$ cat src/rtl/pwm_chan_pkg.sv
package pwm_chan_pkg;
  typedef enum logic [1:0] {
    ADDR_CTRL = 2'd0,
    ADDR_PER  = 2'd1,
    ADDR_DUTY = 2'd2,
    ADDR_CNT  = 2'd3
  } pwm_addr_e;

  localparam int CTRL_EN_BIT  = 0;
  localparam int CTRL_POL_BIT = 1;
  localparam int CTRL_CTR_BIT = 2;
endpackage

$ cat src/rtl/pwm_chan_regs.sv
module pwm_chan_regs
  import pwm_chan_pkg::*;
#(
  parameter int CW = 8
) (
  input  logic          clk,
  input  logic          rst_n,
  input  logic          wr_en,
  input  logic [1:0]    wr_addr,
  input  logic [CW-1:0] wr_data,
  input  logic          period_end,
  output logic          en,
  output logic          pol,
  output logic          center,
  output logic [CW-1:0] per_act,
  output logic [CW-1:0] duty_act,
  output logic          cnt_wr
);
  logic [CW-1:0] per_buf, duty_buf;
  logic          ctrl_wr, per_wr, duty_wr, load_act;

  assign ctrl_wr  = wr_en && (wr_addr == ADDR_CTRL);
  assign per_wr   = wr_en && (wr_addr == ADDR_PER);
  assign duty_wr  = wr_en && (wr_addr == ADDR_DUTY);
  assign cnt_wr   = wr_en && (wr_addr == ADDR_CNT);
  assign load_act = period_end || cnt_wr || !en;

  always_ff @(posedge clk) begin
    if (!rst_n) begin
      en       <= 1'b0;
      pol      <= 1'b0;
      center   <= 1'b0;
      per_buf  <= '0;
      duty_buf <= '0;
      per_act  <= '0;
      duty_act <= '0;
    end else begin
      if (ctrl_wr) begin
        en  <= wr_data[CTRL_EN_BIT];
        pol <= wr_data[CTRL_POL_BIT];
        if (!en) center <= wr_data[CTRL_CTR_BIT];
      end
      if (per_wr)  per_buf  <= wr_data;
      if (duty_wr) duty_buf <= wr_data;
      if (load_act) begin
        per_act  <= per_buf;
        duty_act <= duty_buf;
      end
    end
  end


  align_lock_chk: assert property (@(posedge clk) disable iff (!rst_n)
    en && ctrl_wr |=> $stable(center));


  active_hold_chk: assert property (@(posedge clk) disable iff (!rst_n)
    en && !period_end && !cnt_wr |=> $stable(per_act) && $stable(duty_act));
endmodule

$ cat src/rtl/pwm_chan_counter.sv
module pwm_chan_counter #(
  parameter int CW = 8
) (
  input  logic          clk,
  input  logic          rst_n,
  input  logic          en,
  input  logic          center,
  input  logic          tick,
  input  logic          cnt_wr,
  input  logic [CW-1:0] per_act,
  output logic [CW-1:0] cnt,
  output logic          period_end
);
  // Highest count value for a period; a zero period acts as one.
  function automatic logic [CW-1:0] last_of(input logic [CW-1:0] p);
    return (p == '0) ? '0 : p - 1'b1;
  endfunction

  logic up;
  logic at_top;

  assign at_top     = cnt >= last_of(per_act);
  assign period_end = en && tick && !cnt_wr &&
                      (center ? (!up && cnt == '0) : at_top);

  always_ff @(posedge clk) begin
    if (!rst_n) begin
      cnt <= '0;
      up  <= 1'b1;
    end else if (!en || cnt_wr) begin
      cnt <= '0;
      up  <= 1'b1;
    end else if (tick) begin
      if (center) begin
        if (up) begin
          if (at_top) up <= 1'b0;
          else        cnt <= cnt + 1'b1;
        end else begin
          if (cnt == '0) up <= 1'b1;
          else           cnt <= cnt - 1'b1;
        end
      end else begin
        cnt <= at_top ? '0 : cnt + 1'b1;
      end
    end
  end


  cnt_bound_chk: assert property (@(posedge clk) disable iff (!rst_n)
    en |-> cnt <= last_of(per_act));


  tick_gate_chk: assert property (@(posedge clk) disable iff (!rst_n)
    en && !tick && !cnt_wr |=> $stable(cnt));
endmodule

$ cat src/rtl/pwm_chan_wave.sv
module pwm_chan_wave #(
  parameter int CW = 8
) (
  input  logic          clk,
  input  logic          rst_n,
  input  logic          en,
  input  logic          pol,
  input  logic [CW-1:0] cnt,
  input  logic [CW-1:0] duty_act,
  output logic          pwm_out
);
  function automatic logic in_active(input logic [CW-1:0] c,
                                     input logic [CW-1:0] d);
    return c < d;
  endfunction

  always_ff @(posedge clk) begin
    if (!rst_n)  pwm_out <= 1'b1;
    else if (en) pwm_out <= in_active(cnt, duty_act) ? pol : !pol;
    else         pwm_out <= !pol;
  end


  idle_level_chk: assert property (@(posedge clk) disable iff (!rst_n)
    !en |=> pwm_out == !$past(pol));


  zero_duty_chk: assert property (@(posedge clk) disable iff (!rst_n)
    en && duty_act == '0 |=> pwm_out == !$past(pol));
endmodule

$ cat src/rtl/pwm_chan.sv
module pwm_chan #(
  parameter int CW = 8
) (
  input  logic          clk,
  input  logic          rst_n,
  input  logic          tick,
  input  logic          wr_en,
  input  logic [1:0]    wr_addr,
  input  logic [CW-1:0] wr_data,
  output logic          pwm_out
);
  logic          en, pol, center, cnt_wr, period_end;
  logic [CW-1:0] per_act, duty_act, cnt;

  pwm_chan_regs #(.CW(CW)) u_regs (
    .clk(clk), .rst_n(rst_n), .wr_en(wr_en), .wr_addr(wr_addr),
    .wr_data(wr_data), .period_end(period_end), .en(en), .pol(pol),
    .center(center), .per_act(per_act), .duty_act(duty_act), .cnt_wr(cnt_wr)
  );

  pwm_chan_counter #(.CW(CW)) u_counter (
    .clk(clk), .rst_n(rst_n), .en(en), .center(center), .tick(tick),
    .cnt_wr(cnt_wr), .per_act(per_act), .cnt(cnt), .period_end(period_end)
  );

  pwm_chan_wave #(.CW(CW)) u_wave (
    .clk(clk), .rst_n(rst_n), .en(en), .pol(pol), .cnt(cnt),
    .duty_act(duty_act), .pwm_out(pwm_out)
  );
endmodule

$ cat config.mk
export PLATFORM = sky130hd
export DESIGN_NAME = pwm_chan
export DESIGN_NICKNAME = d
export VERILOG_FILES = /design/src/rtl/pwm_chan_pkg.sv /design/src/rtl/pwm_chan_regs.sv /design/src/rtl/pwm_chan_counter.sv /design/src/rtl/pwm_chan_wave.sv /design/src/rtl/pwm_chan.sv
export SDC_FILE = /design/constraint.sdc
export NUM_CORES = 1
export LEC_CHECK = 0
export BUFFER_PORTS_ARGS = -buffer_cell sky130_fd_sc_hd__buf_2
export CORE_UTILIZATION = 50
export CTS_CLUSTER_SIZE = 12
export DETAILED_ROUTE_END_ITERATION = 16
export MAX_ROUTING_LAYER = met4
export PLACE_DENSITY = 0.74
export SETUP_SLACK_MARGIN = 0.15
export SYNTH_ARGS = -nofsm -noshare
export SYNTH_HDL_FRONTEND = slang
export SYNTH_SLANG_ARGS = --single-unit
$ cat constraint.sdc
create_clock -name clk -period 8.6 [get_ports clk]
set_clock_uncertainty 0.05 [all_clocks]
set_input_delay 0.43 -clock clk [delete_from_list [all_inputs] [get_ports clk]]
set_output_delay 0.43 -clock clk [all_outputs]
set_load 0.005 [all_outputs]
* After elaboration in Yosys (flattened, before gate mapping)
Index checks and enable logic that the tools add are counted.
Cells by class: add/subtract/negate cells 3, magnitude comparators 2, eq/ne operators 5, reductions and logical operators 22, bitwise gates (word level) 2, mux-type cells 12
Operators with widths (number):
- 2-to-1 mux 8 bit | 6
- logical NOT 8 bit | 2
- subtractor 8 x 1 -> 8 bit, second input constant | 2
- adder 8 x 1 -> 8 bit, second input constant | 1
- greater-or-equal comparator 8 bit | 1
- logical AND 1 bit | 8
- < comparator 8 bit | 1
- 2-to-1 mux 1 bit | 6
- equality test 2 bit, second input constant | 2
- logical NOT 1 bit | 4
- AND reduction 2 bit | 2
- logical OR 1 bit | 3
- inequality test 3 x 2 -> 1 bit, second input constant | 1
- inequality test 3 bit, second input constant | 1
- AND reduction 3 bit | 1
- equality test 2 x 1 -> 1 bit, second input constant | 1
- logical NOT 2 bit | 1
- inverter 1 bit | 2
- OR reduction 2 bit | 1
Word-level totals: input port bits 14, word-level logic and storage cells 56, register bits 45, output and inout port bits 1

* Depth between registers and ports, before layout
Gate-level depths: netlist of the first run.
depth after elaboration 7, depth in mapped cells 13, gate-level depth less buffers 12

* Cells and area by module
Synthesis of the first run repeated with hierarchy kept, for this count alone.
Second synthesis, totals: cells, all modules 315, area, all modules 2758.9 um^2
Modules (own cells, without submodules):
- pwm_chan_regs | seq. area each 700.7 um^2, cells each 138, area an instance 1407.6 um^2, times used 1
- pwm_chan_counter | seq. area each 180.2 um^2, cells each 144, area an instance 1069.8 um^2, times used 1
- pwm_chan_wave | seq. area each 20.0 um^2, cells each 33, area an instance 281.5 um^2, times used 1

* Least setup slack after synthesis of the first run
No wires, ideal clock.
path kind register -> register, start point register u_regs.per_act[2], end point register u_counter.cnt[7], arrival 2812 ps, data required time 8463 ps, buffers on the path 1, clock period less this slack 2950 ps, library setup time 87 ps, path slack 5650 ps, stages on the path, launching flop included 13, cells stage by stage dfxtp_1 nor4_1 nand2_1 or3_1 and2_1 ha_1 nand2b_4 a2111oi_4 o31ai_2 buf_2 nor4b_2 a31oi_1 o31ai_1
On the way: word-level cells in the longest chain between the ends 5, elaborated cells between the ends (all ways) 8, classes of those cells add/sub: 1; order compare: 1; eq/ne: 1; mux: 3; reduce/logical: 2
Ends and longest elaborated chain:
- start, declared | line pwm_chan_regs.sv:15 | output logic [CW-1:0] per_act,
- start signal, assigned | line pwm_chan_regs.sv:46 | per_act <= per_buf;
- subtractor 8 x 1 -> 8 bit / logical NOT 8 bit (equally long branches) | line pwm_chan_counter.sv:16 | return (p == '0) ? '0 : p - 1'b1;
- 2-to-1 mux 8 bit (*) | line pwm_chan_counter.sv:16
- greater-or-equal comparator 8 bit (*) | line pwm_chan_counter.sv:22 | assign at_top = cnt >= last_of(per_act);
- inequality test 3 bit (no line) / 2-to-1 mux 8 bit (equally long branches)
- AND reduction 3 bit (no line) / 2-to-1 mux 8 bit (equally long branches)
- end signal, assigned | line pwm_chan_counter.sv:37 | else cnt <= cnt + 1'b1;
- end signal, assigned | line pwm_chan_counter.sv:40 | else cnt <= cnt - 1'b1;
- end signal, assigned | line pwm_chan_counter.sv:43 | cnt <= at_top ? '0 : cnt + 1'b1;
- end, declared | line pwm_chan_counter.sv:11 | output logic [CW-1:0] cnt,
Mark *: on every way between the ends. The rest lies on a longest branch, timed or not. A chain may end at the register's enable or synchronous reset.

* Final worst setup path of the first run
start point register u_regs.per_act[2], end point register u_regs.per_act[1]
On the way: word-level cells in the longest chain between the ends 7, elaborated cells between the ends (all ways) 8, classes of those cells add/sub: 1; order compare: 1; mux: 2; reduce/logical: 4
Ends and longest elaborated chain:
- subtractor 8 x 1 -> 8 bit / logical NOT 8 bit (equally long branches) | line pwm_chan_counter.sv:16
- 2-to-1 mux 8 bit (*) | line pwm_chan_counter.sv:16
- greater-or-equal comparator 8 bit (*) | line pwm_chan_counter.sv:22
- 2-to-1 mux 1 bit (*) | line pwm_chan_counter.sv:24 | (center ? (!up && cnt == '0) : at_top);
- logical AND 1 bit (*) | line pwm_chan_counter.sv:23 | assign period_end = en && tick && !cnt_wr &&
- logical OR 1 bit (*) (2 in series) | line pwm_chan_regs.sv:26 | assign load_act = period_end || cnt_wr || !en;
Marks and branches as above.

==> flow_summary_export.csv, run 1 <==
group,metric,value,unit
clock_tree,tritoncts.num_buffers,5,
synthesis,netlist_area,2690,sq um
finish,fin_util,56.1,%
status,result_of_the_run,"complete, no violations",
critical_path,critical_path.startpoint_type,"flip-flop",
clock_tree,cts_resized,0,
synthesis,synth_area_leader_cell,"sky130_fd_sc_hd__dfxtp_1",
critical_path,cell_type_group_with_the_largest_total_delay_on_the_critical_path,"compound AO/OA/AOI/OAI gates",
global_route,global_route.usage.total,20.9,%
sta,rsz0062_at_grt,"no",
min_path,hp-class,"input pin to flip-flop",
synthesis,yosys_warnings,0,
critical_path,setup.worst_path.end_class,"flip-flop",
critical_path,crit_buf_inv,0,
sta,finalSetupViolCount,0,
critical_path,crit_path_cell_chain,"nor4_1, nand2_1, or3_1, and2_1, ha_1, nand2b_4, a2111oi_4, o32ai_1, o22ai_2, nand3_1, o21ai_1",
finish,syn2layout_area_growth,7.17,%
global_route,global_route_wire_length_before_repair,8.62,mm
synthesis,synthTopCellsByCount,"45 x sky130_fd_sc_hd__dfxtp_1, 36 x sky130_fd_sc_hd__nand2_1, 29 x sky130_fd_sc_hd__nand3_1",
sta,final-hold-violation-count,0,
synthesis,async_flop_share,0,%
detailed_routing,routed_via_count,2227,
finish,antenna_cells_inserted,0,
sta,setup_total_negative_slack,0,ns
power,peakVddDrop,0.0887,mV
synthesis,synth_enable_flop_cells,0,
finish,multiInputGateArea,1660,sq um
detailed_routing,drcViolationCount,0,
sta,period_share,42.4,%
placed_design,place_hpwl,3.83,mm
detailed_routing,detail_route.wl_per_cell,13.4,um
die,die_y,75.3,um
synthesis,synth_flop_cell,"sky130_fd_sc_hd__dfxtp_1",
die,die_width,75.3,um
synthesis,ys_seq_area_share,33.5,%
clock_tree,cts_root_buf,"sky130_fd_sc_hd__clkbuf_8",
synthesis,post-synth-top-count-cell,"sky130_fd_sc_hd__dfxtp_1",
finish,final_instance_area,2880,sq um
synthesis,nets_in_the_synthesized_netlist,357,
sta,layout_min_cycle_time,3.64,ns
power,power.density_cell_area,154,nW/um^2
clock_tree,htree_levels,2,
critical_path,worst-endpoint-required,8.78,ns
global_route,largest_net_degree_at_the_start_of_global_routing,57,
synthesis,synth-seq-cells,45,
finish,ff_latch_area,901,sq um
placed_design,finalWeightedCongestion,0.877,
sta,max_clock_freq,274,MHz
die,floorplan.die_area,5670,sq um
detailed_routing,drt_iter0_drc,159,
detailed_routing,drt_first_pass_iters,4,
placed_design,dpl-instance-area,2770,sq um
power,finalPower,442,uW
critical_path,crit_arrival,3.83,ns
placed_design,io_buffer_count,14,
clock_tree,postCtsSetupRepairBufs,0,
clock_tree,cts.reportedPaths.clkPinSlew,0.09,ns
clock_tree,max-clock-path-buffers,2,
finish,instances_no_fill,398,
placed_design,dpl.cell_count,390,
finish,layout.filler_cells,477,
synthesis,synth_area_leaders,"sky130_fd_sc_hd__dfxtp_1 34%, sky130_fd_sc_hd__ha_1 8.8%, sky130_fd_sc_hd__mux2i_1 7.4%",
finish,drive_gt1_share,9.76,%
critical_path,cp_slowest_stage_delay,0.86,ns
critical_path,slowest_stage,"sky130_fd_sc_hd__o22ai_2",
clock_tree,cts_num_sinks,45,
placed_design,place_ws,4.98,ns
finish,final_nets,360,
sta,hold_ws,0.342,ns
clock_tree,cts_tree,"yes",
sta,fin_ws,4.96,ns
synthesis,synthesis.area_per_instance,8.30,sq um
synthesis,post-synth-top-area-fraction,33.5,%
job,max-cap-violations,0,
global_route,initial_antenna_violation_count,0,
critical_path,crit_path_max_fanout,32,
global_route,gr-total-overflow,0,
die,io_pins,15,
clock_tree,cts_hold_buffers,0,
detailed_routing,drt_wl_total,5.32,mm
clock_tree,insertion_delay,0.30,ns
detailed_routing,post_drt_via_cell_ratio,5.60,
die,floorplan.core_area,5140,sq um
synthesis,yosys.cell_types.count,51,
sta,timing_max_transition_violations_final,0,
sta,worst_slew_margin_rel,26.0,%
die,effective_utilization_at_floorplan,52.3,%
power,p_leak,1.13,nW
die,std_cell_rows,26,
critical_path,critPathKind,"flip-flop to flip-flop",
detailed_routing,ant_nets,0,
synthesis,netlist_instances,324,
sta,worst_slew_pin_slew,1.11,ns
global_route,number_of_global_route_vias_before_repair,1834,
## worst paths after layout
path              cells past startpoint  slack, ns              start           endpoint
setup / recovery                     11       4.96  u_regs.per_act[2]  u_regs.per_act[1]
hold / removal                        3       0.34         wr_data[7]  u_regs.per_buf[7]
setup reg to reg                     11       4.96  u_regs.per_act[2]  u_regs.per_act[1]
hold reg to reg                       2       0.40  u_regs.per_buf[7]  u_regs.per_act[7]
## registers in the layout, indices dropped and copies added, names as in the netlist
register and cells:
u_counter.cnt 8, u_regs.duty_act 8, u_regs.duty_buf 8, u_regs.per_act 8, u_regs.per_buf 8, u_counter.up 1
u_regs.center 1, u_regs.en 1, u_regs.pol 1, u_wave.pwm_out 1
## cell families (layout without fill, tap and decap cells)
kind of cell	after synthesis	after routing	synth area share (%)
flip-flops	45	45	33.5
AO/OA/AOI/OAI	62	62	15.4
multiplexers	20	20	7.45
adder cells (fa/ha/maj)	19	19	8.84
buffers and inverters	32	36	4.84
XOR/XNOR	8	8	2.61
AND/OR/NAND/NOR	138	138	27.4
## where the power goes
group          internal (mW)  total, mW  switching, mW
sequential             0.213      0.217        0.00411
clock                 0.0871      0.162         0.0748
combinational         0.0260     0.0632         0.0372
## layer usage
metal	up-vias	global-route usage, %	routed length (um)
met4	0	8.44	91
met2	42	30.7	2400
met3	8	4.50	259
li1	1150	-	-
met5	-	-	0
met1	1027	28.1	2570
## cells in the final DEF (no fill, tap or decap), types with 2 or more instances in the layout
cell	netlist	layout
sky130_fd_sc_hd__a31oi_1	3	3
sky130_fd_sc_hd__ha_1	19	19
sky130_fd_sc_hd__dfxtp_1	45	45
sky130_fd_sc_hd__nor3_1	6	6
sky130_fd_sc_hd__xnor2_1	5	5
sky130_fd_sc_hd__inv_1	14	14
sky130_fd_sc_hd__a32oi_1	2	2
sky130_fd_sc_hd__mux2i_1	20	20
sky130_fd_sc_hd__o21ai_1	19	19
sky130_fd_sc_hd__nand2b_1	7	7
sky130_fd_sc_hd__o21a_1	3	3
sky130_fd_sc_hd__xor2_1	3	3
sky130_fd_sc_hd__nand3b_1	6	6
sky130_fd_sc_hd__nand3_1	29	29
sky130_fd_sc_hd__nor4_1	6	6
sky130_fd_sc_hd__nor2b_1	22	22
sky130_fd_sc_hd__clkbuf_8	0	5
sky130_fd_sc_hd__nor2_1	12	12
sky130_fd_sc_hd__nand2_1	36	36
sky130_fd_sc_hd__a21oi_1	16	16
sky130_fd_sc_hd__nor3b_1	2	2
sky130_fd_sc_hd__o21ai_0	3	3
sky130_fd_sc_hd__o31ai_1	2	2
sky130_fd_sc_hd__buf_2	5	14
## cell type report
cell class | instances | area share [%]
Multi-Input combinational cell | 247 | 57.5
Inverter | 14 | 1.82
Tap cell | 70 | 3.04
Clock inverter | 3 | 1.52
Timing Repair Buffer | 14 | 2.43
Clock buffer | 5 | 2.39
Sequential cell | 45 | 31.3
## worst min-delay path: stages
cell and delay [ns]:
sky130_fd_sc_hd__buf_2 0.09, sky130_fd_sc_hd__mux2i_1 0.05, sky130_fd_sc_hd__nor2b_1 0.09
(Power assumes the default switching activity.)
==> run 2: changes to the inputs <==
Settings changed: ABC_AREA set to 1.
Clock period 8.6 ns to 3.7 ns, I/O delays scaled along.
==> run 2 against run 1 <==
Largest power group unchanged; synthesized cell count increased by 34%; critical path depth increased by 7; area after synthesis increased by 5.1%.
==> flow_summary_export.csv, run 2 <==
group,metric,value,unit
status,result_of_the_run,"complete, no violations",
power,finalPower,1.09,mW
finish,syn2layout_area_growth,6.77,%
clock_tree,postCtsSetupRepairBufs,0,
power,power.density_cell_area,361,nW/um^2
global_route,number_of_global_route_vias_before_repair,2218,
finish,drive_gt1_share,9.30,%
detailed_routing,drcViolationCount,0,
power,cell_internal_pwr,734,uW
detailed_routing,drt_wl_total,6.15,mm
critical_path,critPathKind,"flip-flop to flip-flop",
synthesis,synth-seq-cells,45,
synthesis,ys_seq_area_share,31.9,%
power,sw_frac_of_total,32.5,%
placed_design,place_ws,0.585,ns
global_route,global_route_wire_length_before_repair,10.2,mm
detailed_routing,detail_route.wl_per_cell,12.0,um
synthesis,async_flop_share,0,%
sta,worst_slew_pin_slew,0.582,ns
sta,final-hold-violation-count,0,
die,std_cell_rows,27,
synthesis,post-synth-top-area-fraction,31.9,%
power,p_sw,354,uW
finish,final_nets,473,
clock_tree,cts_resized,0,
power,seq_power_share,47.9,%
clock_tree,htree_levels,2,
sta,rsz0062_at_grt,"no",
critical_path,crit_path_max_fanout,32,
min_path,hold_path_depth,3,
die,floorplan.die_area,5960,sq um
synthesis,synth_enable_flop_cells,0,
synthesis,synth_area_leader_cell,"sky130_fd_sc_hd__dfxtp_1",
power,p_leak,1.42,nW
clock_tree,cts_root_buf,"sky130_fd_sc_hd__clkbuf_8",
power,p_clk_share,31.0,%
min_path,hold_start,"wr_data[6]",
global_route,global_route.usage.total,21.9,%
min_path,hp-class,"input pin to flip-flop",
min_path,hold_path_end,"u_regs.per_buf[6]",
synthesis,post-synth-top-count-cell,"sky130_fd_sc_hd__nand2_1",
global_route,initial_antenna_violation_count,0,
die,die_width,77.2,um
critical_path,r2r_slack,0.71,ns
detailed_routing,drt_first_pass_iters,5,
finish,antenna_cells_inserted,0,
finish,layout_commonest_cell,"sky130_fd_sc_hd__nand2_1",
synthesis,synthesis.area_per_instance,6.53,sq um
job,max-cap-violations,0,
critical_path,crit_buf_inv,3,
critical_path,cell_type_group_with_the_largest_total_delay_on_the_critical_path,"simple AND/OR/NAND/NOR gates",
finish,fin_util,55.1,%
clock_tree,cts_tree,"yes",
sta,max_clock_freq,335,MHz
power,share_comb_of_total_power,21.1,%
critical_path,cp_slowest_stage_delay,0.33,ns
sta,setup_total_negative_slack,0,ns
critical_path,worst-endpoint-required,3.85,ns
critical_path,slowest_stage,"sky130_fd_sc_hd__dfxtp_1",
synthesis,nets_in_the_synthesized_netlist,466,
detailed_routing,post_drt_via_cell_ratio,5.17,
placed_design,place_hpwl,4.57,mm
critical_path,crit_start,"u_regs.per_act[0]",
sta,finalSetupViolCount,0,
die,io_pins,15,
sta,worst_slew_margin_rel,61.1,%
clock_tree,insertion_delay,0.31,ns
die,effective_utilization_at_floorplan,51.6,%
finish,layout.cells.most_common_list,"93 x sky130_fd_sc_hd__nand2_1, 59 x sky130_fd_sc_hd__nor2_1, 54 x sky130_fd_sc_hd__inv_1",
global_route,largest_net_degree_at_the_start_of_global_routing,38,
placed_design,io_buffer_count,14,
global_route,gr-total-overflow,0,
critical_path,critical_path.startpoint_type,"flip-flop",
critical_path,worst_flop_to_flop_path_endpoint,"u_regs.per_act[7]",
detailed_routing,drt_iter0_drc,194,
critical_path,crit_path_cell_chain,"inv_1, ha_1, nand2_1, nor3_1, inv_1, nor3_2, inv_1, o21ai_0, a21o_1, ha_1, a21oi_1, nor2_1, nor2_2, nand2_2, nand3_4, nand3_1, nand2_1, nor2_1",
die,floorplan.core_area,5470,sq um
synthesis,synthTopCellsByCount,"93 x sky130_fd_sc_hd__nand2_1, 59 x sky130_fd_sc_hd__nor2_1, 54 x sky130_fd_sc_hd__inv_1",
clock_tree,max-clock-path-buffers,2,
critical_path,worst_r2r_startpoint,"u_regs.per_act[0]",
clock_tree,cts_hold_buffers,0,
sta,period_share,80.7,%
synthesis,yosys_warnings,0,
synthesis,netlist_area,2830,sq um
sta,fin_ws,0.715,ns
synthesis,yosys.cell_types.count,32,
clock_tree,cts_num_sinks,45,
synthesis,netlist_instances,433,
critical_path,setup.worst_path.end_class,"flip-flop",
synthesis,synth_flop_cell,"sky130_fd_sc_hd__dfxtp_1",
detailed_routing,ant_nets,0,
clock_tree,tritoncts.num_buffers,5,
sta,timing_max_transition_violations_final,0,
synthesis,synth_area_leaders,"sky130_fd_sc_hd__dfxtp_1 32%, sky130_fd_sc_hd__nand2_1 12%, sky130_fd_sc_hd__ha_1 8.4%",
sta,layout_min_cycle_time,2.99,ns
critical_path,critical-path-top-cell-by-count,"sky130_fd_sc_hd__inv_1",
critical_path,rr_worst_depth,18,
detailed_routing,routed_via_count,2653,
placed_design,finalWeightedCongestion,0.861,
power,peakVddDrop,0.196,mV
die,die_y,77.2,um
clock_tree,cts.reportedPaths.clkPinSlew,0.10,ns
critical_path,crit_arrival,3.14,ns
-- run 2: cell types whose count changed after synthesis, moves of 5 or more --
| cell | change |
|---|---|
| sky130_fd_sc_hd__nand2_1 | +57 |
| sky130_fd_sc_hd__nor2_1 | +47 |
| sky130_fd_sc_hd__inv_1 | +40 |
| sky130_fd_sc_hd__o21ai_0 | +28 |
| sky130_fd_sc_hd__a21oi_1 | +24 |
| sky130_fd_sc_hd__nor2b_1 | -22 |
| sky130_fd_sc_hd__mux2i_1 | -20 |
| sky130_fd_sc_hd__o21ai_1 | -19 |
| sky130_fd_sc_hd__clkbuf_1 | -8 |
| sky130_fd_sc_hd__nand2b_1 | -7 |
| sky130_fd_sc_hd__nand4_1 | +7 |
| sky130_fd_sc_hd__nor4_1 | -6 |
| sky130_fd_sc_hd__nand3_1 | +5 |
-- run 2: cells by family after synthesis --
logic type	Yosys count	synth area share (%)
adders and majority gates	19	8.41
buffers and inverters	73	10.6
DFF	45	31.9
xor gates and xnor gates	6	1.86
and+or+nand+nor	212	32.8
AOI/OAI and AO/OA	78	14.5
-- run 2: power groups by stage --
stage          Sequential [mW]  Clock [mW]  Combinational, mW
6_report                 0.522       0.337              0.229
5_1_grt                  0.525       0.365              0.267
4_1_cts                  0.521       0.344              0.229
3_5_place_dp             0.533           0              0.228
3_3_place_gp             0.532           0              0.222
2_1_floorplan            0.527           0              0.185
-- run 2: how the worst max path moves through the flow --
stage | cells past startpoint | slack, ns | endpoint
2_1_floorplan | 19 | 1.12 | u_counter.cnt[0]
3_3_place_gp | 18 | 0.76 | u_regs.duty_act[7]
3_5_place_dp | 18 | 0.59 | u_regs.per_act[1]
4_1_cts | 18 | 0.57 | u_regs.per_act[1]
5_1_grt | 18 | 0.36 | u_regs.per_act[3]
6_report | 18 | 0.71 | u_regs.per_act[7]
-- run 2: layout make-up --
class,count,area (sq um)
clock buffers,5,68.8
clock inverters,3,28.8
fillers,539,2450
inverters,58,218
multi-input cells,315,1630
flip-flops and latches,45,901
well taps,72,90.1
repair buffers,15,77.6
-- run 2: worst reg2reg max path, cell delays in order (launching register included) --
cell and delay [ns]:
sky130_fd_sc_hd__dfxtp_1 0.33, sky130_fd_sc_hd__inv_1 0.11, sky130_fd_sc_hd__ha_1 0.19, sky130_fd_sc_hd__nand2_1 0.09, sky130_fd_sc_hd__nor3_1 0.25, sky130_fd_sc_hd__inv_1 0.11
sky130_fd_sc_hd__nor3_2 0.17, sky130_fd_sc_hd__inv_1 0.10, sky130_fd_sc_hd__o21ai_0 0.08, sky130_fd_sc_hd__a21o_1 0.10, sky130_fd_sc_hd__ha_1 0.23, sky130_fd_sc_hd__a21oi_1 0.15
sky130_fd_sc_hd__nor2_1 0.06, sky130_fd_sc_hd__nor2_2 0.20, sky130_fd_sc_hd__nand2_2 0.13, sky130_fd_sc_hd__nand3_4 0.26, sky130_fd_sc_hd__nand3_1 0.14, sky130_fd_sc_hd__nand2_1 0.08
sky130_fd_sc_hd__nor2_1 0.04
-- run 2: layer usage --
metal,up-vias,GRT usage [%],wire length (um)
met5,-,-,0
met4,0,3.77,38
met3,4,3.57,267
met2,53,33.8,2800
met1,1194,30.4,3050
li1,1402,-,-
-- run 2: metrics by stage --
step	cell area, sq um	cells	hold slack [ns]
after floorplan	2830	433	0.270
after global placement	2910	505	0.383
after detailed placement	2910	505	0.384
after CTS	3010	513	0.0598
after global routing	3020	513	0.0719
final	3020	513	0.0617
